--- config.mk ---
export PLATFORM = sky130hd
export DESIGN_NAME = carry_sense_adder
export DESIGN_NICKNAME = d
export VERILOG_FILES = /design/src/rtl/cs_pkg.sv /design/src/rtl/cs_rail_cell.sv /design/src/rtl/cs_resolve_detect.sv /design/src/rtl/cs_sum_unit.sv /design/src/rtl/carry_sense_adder.sv
export SDC_FILE = /design/constraint.sdc
export NUM_CORES = 1
export LEC_CHECK = 0
export BUFFER_PORTS_ARGS = -buffer_cell sky130_fd_sc_hd__clkbuf_2
export CAP_MARGIN = 5
export CORE_ASPECT_RATIO = 1.75
export CORE_MARGIN = 3
export CORE_UTILIZATION = 30
export CTS_BUF_LIST = sky130_fd_sc_hd__clkbuf_16
export CTS_CLUSTER_DIAMETER = 100
export DETAILED_ROUTE_END_ITERATION = 10
export HOLD_SLACK_MARGIN = 0.12
export PLACE_DENSITY = 0.55
export SKIP_LAST_GASP = 1
export SLEW_MARGIN = 20
export SYNTH_ARGS = -nofsm -noshare
export SYNTH_HDL_FRONTEND = slang
export SYNTH_SLANG_ARGS = --single-unit
--- constraint.sdc ---
create_clock -name clk -period 2.5 [get_ports clk]
set_input_delay 0.125 -clock clk [delete_from_list [all_inputs] [get_ports clk]]
set_output_delay 0.125 -clock clk [all_outputs]
set_load 0.05 [all_outputs]
--- src/rtl/cs_pkg.sv ---
package cs_pkg;
  // Two-rail carry code: c=1 carry known one, n=1 carry known zero.
  typedef struct packed {
    logic c;
    logic n;
  } rail_t;

  localparam rail_t RAIL_UNKNOWN = '{c: 1'b0, n: 1'b0};

  function automatic rail_t rail_of_bit(input logic v);
    rail_of_bit = '{c: v, n: ~v};
  endfunction

  function automatic logic rail_known(input rail_t r);
    rail_known = r.c | r.n;
  endfunction
endpackage

--- src/rtl/cs_rail_cell.sv ---
module cs_rail_cell
  import cs_pkg::*;
(
  input  logic  clk,
  input  logic  rst,
  input  logic  clear,
  input  logic  run,
  input  logic  bit_a,
  input  logic  bit_b,
  input  rail_t lower,
  output rail_t cur,
  output rail_t nxt
);
  // Equal operand bits settle the carry locally; otherwise pass the lower rails up.
  always_comb begin
    if (bit_a == bit_b) nxt = rail_of_bit(bit_a);
    else                nxt = lower;
  end

  always_ff @(posedge clk) begin
    if (rst)        cur <= RAIL_UNKNOWN;
    else if (clear) cur <= RAIL_UNKNOWN;
    else if (run)   cur <= nxt;
  end


  both_rails_chk: assert property (@(posedge clk) disable iff (rst)
    !(cur.c && cur.n));


  resolved_hold_chk: assert property (@(posedge clk) disable iff (rst)
    (run && !clear && rail_known(cur)) |=> $stable(cur));
endmodule

--- src/rtl/cs_resolve_detect.sv ---
module cs_resolve_detect #(
  parameter int WIDTH = 15
) (
  input  logic [WIDTH-1:0] c_v,
  input  logic [WIDTH-1:0] n_v,
  output logic             all_known
);
  logic [WIDTH-1:0] known;

  for (genvar i = 0; i < WIDTH; i++) begin : g_known
    assign known[i] = c_v[i] | n_v[i];
  end

  assign all_known = &known;
endmodule

--- src/rtl/cs_sum_unit.sv ---
module cs_sum_unit #(
  parameter int WIDTH = 15
) (
  input  logic [WIDTH-1:0] a,
  input  logic [WIDTH-1:0] b,
  input  logic             cin,
  input  logic [WIDTH-1:0] c_v,
  output logic [WIDTH-1:0] s
);
  logic [WIDTH-1:0] carry_into;

  if (WIDTH == 1) begin : g_one
    assign carry_into = cin;
  end else begin : g_many
    assign carry_into = {c_v[WIDTH-2:0], cin};
  end

  assign s = a ^ b ^ carry_into;
endmodule

--- src/rtl/carry_sense_adder.sv ---
module carry_sense_adder
  import cs_pkg::*;
#(
  parameter int WIDTH = 15
) (
  input  logic             clk,
  input  logic             rst,
  input  logic             start,
  input  logic [WIDTH-1:0] op_a,
  input  logic [WIDTH-1:0] op_b,
  input  logic             carry_in,
  output logic [WIDTH-1:0] sum,
  output logic             carry_out,
  output logic             busy,
  output logic             done
);
  localparam int CNT_W = $clog2(WIDTH + 2);

  logic [WIDTH-1:0] a_q, b_q;
  logic             cin_q;
  logic             busy_q, done_q;
  logic [WIDTH-1:0] sum_q;
  logic             cout_q;
  logic             accept;
  logic             all_known;

  rail_t [WIDTH-1:0] rail_cur, rail_nxt, rail_low;
  logic  [WIDTH-1:0] c_nxt, n_nxt;
  logic  [WIDTH-1:0] sum_nxt;

  assign accept = start && !busy_q;

  for (genvar i = 0; i < WIDTH; i++) begin : g_cell
    if (i == 0) begin : g_lsb
      assign rail_low[i] = rail_of_bit(cin_q);
    end else begin : g_up
      assign rail_low[i] = rail_cur[i-1];
    end

    cs_rail_cell i_cell (
      .clk   (clk),
      .rst   (rst),
      .clear (accept),
      .run   (busy_q),
      .bit_a (a_q[i]),
      .bit_b (b_q[i]),
      .lower (rail_low[i]),
      .cur   (rail_cur[i]),
      .nxt   (rail_nxt[i])
    );

    assign c_nxt[i] = rail_nxt[i].c;
    assign n_nxt[i] = rail_nxt[i].n;
  end

  cs_resolve_detect #(.WIDTH(WIDTH)) i_detect (
    .c_v       (c_nxt),
    .n_v       (n_nxt),
    .all_known (all_known)
  );

  cs_sum_unit #(.WIDTH(WIDTH)) i_sum (
    .a   (a_q),
    .b   (b_q),
    .cin (cin_q),
    .c_v (c_nxt),
    .s   (sum_nxt)
  );

  always_ff @(posedge clk) begin
    if (rst) begin
      a_q    <= '0;
      b_q    <= '0;
      cin_q  <= 1'b0;
      busy_q <= 1'b0;
      done_q <= 1'b0;
      sum_q  <= '0;
      cout_q <= 1'b0;
    end else if (accept) begin
      a_q    <= op_a;
      b_q    <= op_b;
      cin_q  <= carry_in;
      busy_q <= 1'b1;
      done_q <= 1'b0;
    end else if (busy_q && all_known) begin
      busy_q <= 1'b0;
      done_q <= 1'b1;
      sum_q  <= sum_nxt;
      cout_q <= c_nxt[WIDTH-1];
    end
  end

  assign sum       = sum_q;
  assign carry_out = cout_q;
  assign busy      = busy_q;
  assign done      = done_q;

  // Cycle count of the current add, used only by the latency bound check.
  logic [CNT_W-1:0] lat_cnt;
  always_ff @(posedge clk) begin
    if (rst || accept) lat_cnt <= '0;
    else if (busy_q)   lat_cnt <= lat_cnt + 1'b1;
  end


  accept_chk: assert property (@(posedge clk) disable iff (rst)
    accept |=> (busy_q && !done_q));


  result_chk: assert property (@(posedge clk) disable iff (rst)
    done_q |-> ({cout_q, sum_q} ==
      ({1'b0, a_q} + {1'b0, b_q} + {{WIDTH{1'b0}}, cin_q})));


  latency_bound_chk: assert property (@(posedge clk) disable iff (rst)
    busy_q |-> (int'(lat_cnt) < WIDTH));


  done_hold_chk: assert property (@(posedge clk) disable iff (rst)
    (done_q && !start) |=> (done_q && $stable(sum_q) && $stable(cout_q)));


  state_excl_chk: assert property (@(posedge clk) disable iff (rst)
    !(busy_q && done_q));


  ignore_start_chk: assert property (@(posedge clk) disable iff (rst)
    (busy_q && start) |=> ($stable(a_q) && $stable(b_q) && $stable(cin_q)));
endmodule

# Word-level counts from Yosys, hierarchy flattened
# Index checks and enable logic that the tools add are counted.
# totals
regBits	77
input_bits	34
output_inout_bits	18
elab_cells	108
# classes
n_eq_ne	15
mux	17
bitwise_logic	34
reduce_logical	7
# op_table
op	n
2-bit two-way mux	15
15-bit XOR	2
1-bit inverter	17
1-bit equality test	15
1-bit OR	15
15-bit AND reduction	1
1-bit logical AND	2
1-bit two-way mux	2
2-bit AND reduction	1
2-bit nonzero test	1
2-bit OR reduction	1
1-bit logical NOT	1

# Longest topological paths before layout
# Gate-level depths: netlist (run 1).
# logic_depth
depth_word	7
depth_mapped	6
mapped_depth_nobuf	5

# Cells and area by module
# Synthesis (run 1) repeated with hierarchy kept, for this count alone.
# unflattened
hier_cells	442
hier_area_um2	4240.3
# modules_own_cells
module	instances	cells_per_inst	area_each_um2	seq_area_each_um2
carry_sense_adder	1	222	2254.7	980.9
cs_rail_cell	15	13	103.8	40.0
cs_sum_unit	1	15	356.6	0.0
cs_resolve_detect	1	10	71.3	0.0

# Least setup slack after synthesis (run 1)
# OpenSTA, ideal clock, no wires.
# synth_path
kind	reg-to-reg
start	register busy_q (netlist: busy)
end	register sum_q[10] (netlist: sum[10])
setup_time_ns	0.121
t_arrival_ns	1.830
required_time_ns	2.379
slack_ns	0.549
path_stages_with_launch	6
n_path_buf	1
period_less_slack_ns	1.951
path_cell_list	dfxtp_1 > o31a_1 > nand4_1 > nor3_4 > buf_12 > mux2_4
# synth_between
elab_chain_len	4
elab_cells_between_ends	5
classes_between	1 x bitwise; 4 x reduce/logical
# synth_rtl
item	line_no	rtl
start: declaration	carry_sense_adder.sv:21	logic busy_q, done_q;
start signal: assignment	carry_sense_adder.sv:75	busy_q <= 1'b0;
start signal: assignment	carry_sense_adder.sv:83	busy_q <= 1'b1;
start signal: assignment	carry_sense_adder.sv:86	busy_q <= 1'b0;
1-bit logical NOT	carry_sense_adder.sv:31	assign accept = start && !busy_q;
1-bit logical AND	carry_sense_adder.sv:31	
1-bit inverter (no line)	--	
2-bit AND reduction (no line) *	--	
end signal: assignment	carry_sense_adder.sv:88	sum_q <= sum_nxt;
end: declaration	carry_sense_adder.sv:22	logic [WIDTH-1:0] sum_q;
# Mark *: on every way between the ends. The rest lies on a longest branch, timed or not.
# A chain may end at the register's enable or synchronous reset.

# Worst setup path after layout (run 1)
# layout_path
start	register b_q[10]
end	register sum_q[0] (netlist: sum[0])
# layout_between
elab_chain_len	6
# layout_rtl
item	line_no	rtl
start: declaration	carry_sense_adder.sv:19	logic [WIDTH-1:0] a_q, b_q;
start signal: assignment	carry_sense_adder.sv:81	b_q <= op_b;
1-bit equality test	cs_rail_cell.sv:16	if (bit_a == bit_b) nxt = rail_of_bit(bit_a);
2-bit two-way mux	cs_rail_cell.sv:16	
1-bit OR	cs_resolve_detect.sv:11	assign known[i] = c_v[i] | n_v[i];
15-bit AND reduction	cs_resolve_detect.sv:14	assign all_known = &known;
1-bit logical AND	carry_sense_adder.sv:85	end else if (busy_q && all_known) begin
2-bit AND reduction (no line)	--	
# Every way passes these cells.

==> results.json, run 1 <==
{
  "num_antenna_cells": 0,
  "finalHoldViolations": 0,
  "drtIter0Drc": 202,
  "status": "completed",
  "cts-root-buf": "clkbuf_16",
  "yosysWarnings": 0,
  "place_ws_ns": 0.498,
  "ys_ff_latch": 77,
  "wl_um": 8790,
  "syn_to_final_growth_pct": 27.7,
  "period_needed_ns": 2.00,
  "whs_ns": 0.138,
  "clock-sinks": 77,
  "insertion_delay_ns": 0.33,
  "p_leak_nw": 1.83,
  "fin_ws_ns": 0.502,
  "fin_crit_sh_pct": 79.9,
  "viasPerCell": 4.68,
  "gp_congestion": 0.767,
  "htreeDepth": 3,
  "synth_seq_area_share_pct": 44.0,
  "wl_per_cell_um": 13.4,
  "skew_ns": 0.00419,
  "critPathMaxFanout": 18,
  "cts_hold_buffers": 32,
  "grt_remaining_overflow": 0,
  "drive_gt1_share_pct": 16.9,
  "critical_path_class": "register to register",
  "synth_cell_type_count": 28,
  "hold_class": "input pin to register",
  "worst-endpoint-required_ns": 2.72,
  "num_rows": 51,
  "cts_max_path_buffers": 2,
  "cts_setup_buffers": 0,
  "tightestPinTransition_ns": 0.475,
  "die_area_sq_um": 13100,
  "ant_nets": 0,
  "finalSetupViolCount": 0,
  "fin_tns_setup_ns": 0,
  "syn_inst": 441,
  "avgSynthCellArea_sq_um": 7.94,
  "power_density_nw_per_um2": 678,
  "grt_usage_pct": 14.2,
  "cts_buffers": 9,
  "clkTransAtPathRegs_ns": 0.06,
  "start_kind": "register",
  "grt_pass1_wl_um": 14400,
  "syn_nets": 475,
  "via_count": 3061,
  "multi_input_comb_area_sq_um": 1830,
  "slew_headroom_pct": 67.8,
  "post-dp-hpwl_um": 6390,
  "critPathCaptureType": "register",
  "drcViolationCount": 0,
  "grt_pass1_vias": 3018,
  "grt_max_degree": 57,
  "portBuffers": 51,
  "fill_cells": 1186,
  "maxCapViolations": 0,
  "antenna_found_initial": 0,
  "die_w_um": 87.7,
  "drv_slew": 0,
  "register_area_sq_um": 1540,
  "worstPathArrival_ns": 2.22,
  "cts_resized": 0,
  "rrSetupSlack_ns": 0.50,
  "grt_setup_unrepaired": "no",
  "ir_drop_v": 0.000339,
  "dr.pass1.iters": 4,
  "initial_utilization_pct": 31.0,
  "power_mw": 3.03,
  "io_pins": 52,
  "die_height_um": 149,
  "nets": 554,
  "tritoncts": "yes",
  "core_region_area_sq_um": 11300,
  "netlist_area_sq_um": 3500,
  "fmax_ghz": 0.501
}
==> logic make-up (layout without fill, tap and decap cells) <==
group	count (synthesis)	after routing	synth area share, %
compound gates	106	106	16.1
xor+xnor	30	30	7.51
fa+ha+maj	2	2	0.572
buf+inv	31	112	3.79
flops	77	77	44.0
mux	16	16	6.00
simple gates	179	179	22.0
==> metrics by stage <==
step | cell area, sq um | util, % | instances
floorplan | 3500 | - | 441
global placement | 3880 | 34.4 | 609
detailed placement | 3880 | 34.4 | 609
CTS | 4470 | 39.6 | 654
global route | 4470 | 39.6 | 654
finish | 4470 | 39.6 | 654
==> registers in the layout, summed over array words and instances (netlist names) <==
signal,cells
carry_out,1
cin_q,1
sum,15
busy,1
b_q,15
g_cell.i_cell.cur,28
done,1
a_q,15
==> Yosys cell counts <==
cell | number | area share (%)
buf_12 | 1 | 0.57
buf_1 | 1 | 0.11
nand2b_1 | 3 | 0.54
o311ai_1 | 1 | 0.25
nor3_4 | 1 | 0.46
xor2_1 | 17 | 4.3
dfxtp_1 | 77 | 44
a21oi_1 | 50 | 7.1
clkbuf_1 | 21 | 2.3
mux2_2 | 8 | 2.6
or3_1 | 1 | 0.18
o21ai_0 | 41 | 5.9
maj3_1 | 2 | 0.57
a221o_1 | 1 | 0.29
o31a_1 | 1 | 0.25
a22oi_1 | 4 | 0.86
and2_1 | 4 | 0.71
nor3_1 | 7 | 1.0
nand4_1 | 1 | 0.18
xnor2_1 | 13 | 3.3
o21a_1 | 1 | 0.21
nor2b_1 | 17 | 3.0
inv_1 | 8 | 0.86
nor2_1 | 49 | 5.3
mux2_4 | 8 | 3.4
o22ai_1 | 7 | 1.3
nand3_1 | 9 | 1.3
nand2_1 | 87 | 9.3
==> final cells by class <==
type	count	area share [%]
clock buffers	9	5.04
clock inverters	4	0.952
inverters	8	0.672
multi-input cells	333	40.9
flip-flops and latches	77	34.5
well taps	132	3.70
repair buffers	91	14.2
==> worst max-delay path, cell delays in order (launching register included) <==
cell and delay [ns]:
dfxtp_1 0.34, xnor2_1 0.26, nor3_1 0.12, a221o_1 0.31
nor3_4 0.17, buf_4 0.31, mux2_2 0.37
==> cell usage in the layout (no fill, tap or decap) <==
master	count
clkinv_1	2
buf_4	8
inv_1	8
nand4_1	1
clkinv_2	1
nand2b_1	3
nor2b_1	16
o21ai_0	41
nand2_1	87
bufinv_16	1
nand3_1	9
o31a_1	1
xor2_1	17
a22oi_1	4
or3_1	1
mux2_2	8
mux2_4	8
nor2b_2	1
nor3_4	1
dlygate4sd3_1	32
o311ai_1	1
o22ai_1	7
nor2_1	49
dfxtp_1	77
o21a_1	1
clkbuf_2	51
nor3_1	7
xnor2_1	13
maj3_1	2
a221o_1	1
a21oi_1	50
and2_1	4
clkbuf_16	9
==> final timing paths <==
kind                                                  to                startpoint  depth (start not counted)
worst max register to register                    sum[0]                   b_q[10]                          6
worst max-delay path                              sum[0]                   b_q[10]                          6
worst min-delay path                             a_q[12]                       rst                          2
worst min register to register  g_cell[10].i_cell.cur[0]  g_cell[10].i_cell.cur[0]                          2
==> report_power, final <==
part | internal (mW) | switching, mW
clock network | 0.747 | 0.473
registers | 1.30 | 0.0684
logic | 0.195 | 0.252
total | 2.24 | 0.794
==> routing by layer <==
metal / part of all wire, % / vias up / routed length, um / GRT usage, %
met4: 2.0 / 0 / 180 / 5.53
met5: 0 / - / 0 / 0
met1: 41 / 1378 / 3580 / 15.7
met3: 3.0 / 10 / 261 / 2.71
met2: 54 / 52 / 4770 / 26.0
li1: - / 1621 / - / -
No activity file was read; power rests on OpenSTA's default activity.
==> run 2: changes to the inputs <==
Settings changed: PLACE_DENSITY 0.55 to 0.57.
Clock period 2.5 ns to 1.7 ns, I/O delays scaled along.
==> run 2 against run 1 <==
  * The flow now finishes with violations (setup timing)
  * Die area is the same
  * Combinational power grew 100%
  * Core utilization grew 5.6 points
  * Worst hold slack gained 0.030 ns
  * Maximum frequency grew 11%
  * Routed wire length grew 8.1%
  * Sequential power grew 46%
  * Sequential share of layout area shrank 4.1 points
  * Clock skew grew 0.0055 ns
  * Global-route usage grew 1.2 points
  * Via count grew 10%
==> results.json, run 2 (synthesis gave the netlist of run 1 again) <==
{
  "status": "finished, violations left",
  "violations": "setup timing",
  "grt_usage_pct": 15.4,
  "skew_ns": 0.00968,
  "grt_max_degree": 45,
  "final_cell_mix": "nand2_1 (87), dfxtp_1 (71), buf_4 (62)",
  "final_core_util_pct": 45.2,
  "power_density_nw_per_um2": 920,
  "cts-root-buf": "clkbuf_16",
  "power_mw": 4.70,
  "worst-endpoint-required_ns": 1.92,
  "worstSetupPathDepth": 7,
  "drtIter0Drc": 119,
  "worstRegToRegCells": 7,
  "place_ws_ns": -0.150,
  "num_antenna_cells": 0,
  "htreeDepth": 3,
  "power_switching_share_pct": 27.1,
  "post-dp-hpwl_um": 6890,
  "grt_pass1_vias": 3295,
  "largest_reg_flops": 28,
  "wl_um": 9490,
  "worstPathArrival_ns": 2.02,
  "mostFrequentLayoutCell": "nand2_1",
  "dpl_cell_area_sq_um": 4350,
  "worstHoldEndpoint": "a_q[4]",
  "crit_family": "compound AO/OA/AOI/OAI gates",
  "clock-sinks": 77,
  "critPathMaxFanout": 7,
  "die_w_um": 87.7,
  "die_area_sq_um": 13100,
  "p_switching_mw": 1.27,
  "fin_ws_ns": -0.106,
  "rrSetupSlack_ns": -0.11,
  "grt_pass1_wl_um": 15600,
  "power.internal_mw": 3.42,
  "ant_nets": 0,
  "dr.pass1.iters": 4,
  "drive_gt1_share_pct": 28.7,
  "drcViolationCount": 0,
  "seqPwrFrac_pct": 42.1,
  "syn_to_final_growth_pct": 45.8,
  "path_buf_inv": 2,
  "cts_buffers": 9,
  "critical_path_class": "register to register",
  "viasPerCell": 4.70,
  "clkTransAtPathRegs_ns": 0.06,
  "finalHoldViolations": 0,
  "grt_remaining_overflow": 0,
  "via_count": 3375,
  "tritoncts": "yes",
  "cts_max_path_buffers": 2,
  "cpPeakStageDelay_ns": 0.33,
  "num_rows": 51,
  "hold_path_startpoint": "rst",
  "insertion_delay_ns": 0.34,
  "portBuffers": 51,
  "fin_tns_setup_ns": -1.18,
  "final_cell_area_sq_um": 5100,
  "grt_setup_unrepaired": "yes",
  "worst_hold_path.num_cells": 2,
  "pwr-share-clk_pct": 38.6,
  "io_pins": 52,
  "stdcell_count": 718,
  "antenna_found_initial": 0,
  "hold_class": "input pin to register",
  "critPathCaptureType": "register",
  "nets": 615,
  "maxCapViolations": 0,
  "power_frac_comb_pct": 19.3,
  "fin_crit_sh_pct": 106,
  "regMostFlops": "g_cell.i_cell.cur",
  "period_needed_ns": 1.81,
  "ir_drop_v": 0.000418,
  "fmax_ghz": 0.554,
  "crit_path_cell_trace": "xor2_2 -> a22oi_2 -> o311ai_4 -> nor3_4 -> buf_6 -> buf_8 -> mux2_4",
  "slew_headroom_pct": 62.1,
  "crit_slowest_cell": "dfxtp_2",
  "whs_ns": 0.168,
  "start_kind": "register",
  "core_region_area_sq_um": 11300,
  "die_height_um": 149,
  "tightestPinTransition_ns": 0.566,
  "drv_slew": 0,
  "finalSetupViolCount": 17,
  "wl_per_cell_um": 13.2,
  "r2r-start": "a_q[2]",
  "gp_congestion": 0.818,
  "rr_endpoint": "sum[9]",
  "p_leak_nw": 2.20,
  "initial_utilization_pct": 31.0,
  "dp_cells": 666
}
run 2: changes by cell type in the layout (fill, tap and decap cells not counted), sizes merged:
cell      delta
buf         +61
bufinv       -1
clkbuf       +1
clkinv       +2
clkinvlp     +1
run 2: how the worst max path moves through the flow:
| stage | to | slack, ns | from |
|---|---|---|---|
| floorplan | sum[10] | -0.13 | a_q[1] |
| global placement | sum[8] | -0.13 | b_q[14] |
| detailed placement | sum[9] | -0.15 | a_q[5] |
| CTS | sum[9] | -0.12 | a_q[2] |
| global route | sum[7] | -0.17 | a_q[2] |
| finish | sum[9] | -0.11 | a_q[2] |
run 2: area by class of cell:
cell class,instances,area [sq um]
clock inverter,6,36.3
fill,1114,6190
timing repair buffer,152,1150
tap,132,165
clock buffer,10,250
sequential,77,1550
inverter,8,30.0
multi-input combinational,333,1920
run 2: power by group through the flow:
stage / Clock (mW) / Sequential, mW / Combinational, mW
2_1_floorplan: 0 / 2.05 / 0.419
3_3_place_gp: 0 / 2.01 / 0.807
3_5_place_dp: 0 / 2.01 / 0.815
4_1_cts: 1.87 / 1.98 / 0.916
6_report: 1.81 / 1.98 / 0.907
5_1_grt: 1.96 / 1.99 / 1.00
run 2: timing repair:
action | CTS | global route
hold endpoints to repair | 32 | 0
setup endpoints to repair | 16 | 17
gates resized for setup | 20 | 5
hold buffers | 32 | 0
buffers inserted | 3 | 2
pin swaps | 5 | 4
gates cloned | 1 | 0
run 2: routing by layer:
| layer | vias to the layer above | share of wire [%] | GRT usage (%) |
|---|---|---|---|
| met5 | - | 0 | 0 |
| met1 | 1561 | 41 | 17.3 |
| met4 | 0 | 1.9 | 5.99 |
| met3 | 11 | 2.7 | 2.54 |
| li1 | 1746 | - | - |
| met2 | 57 | 55 | 28.2 |
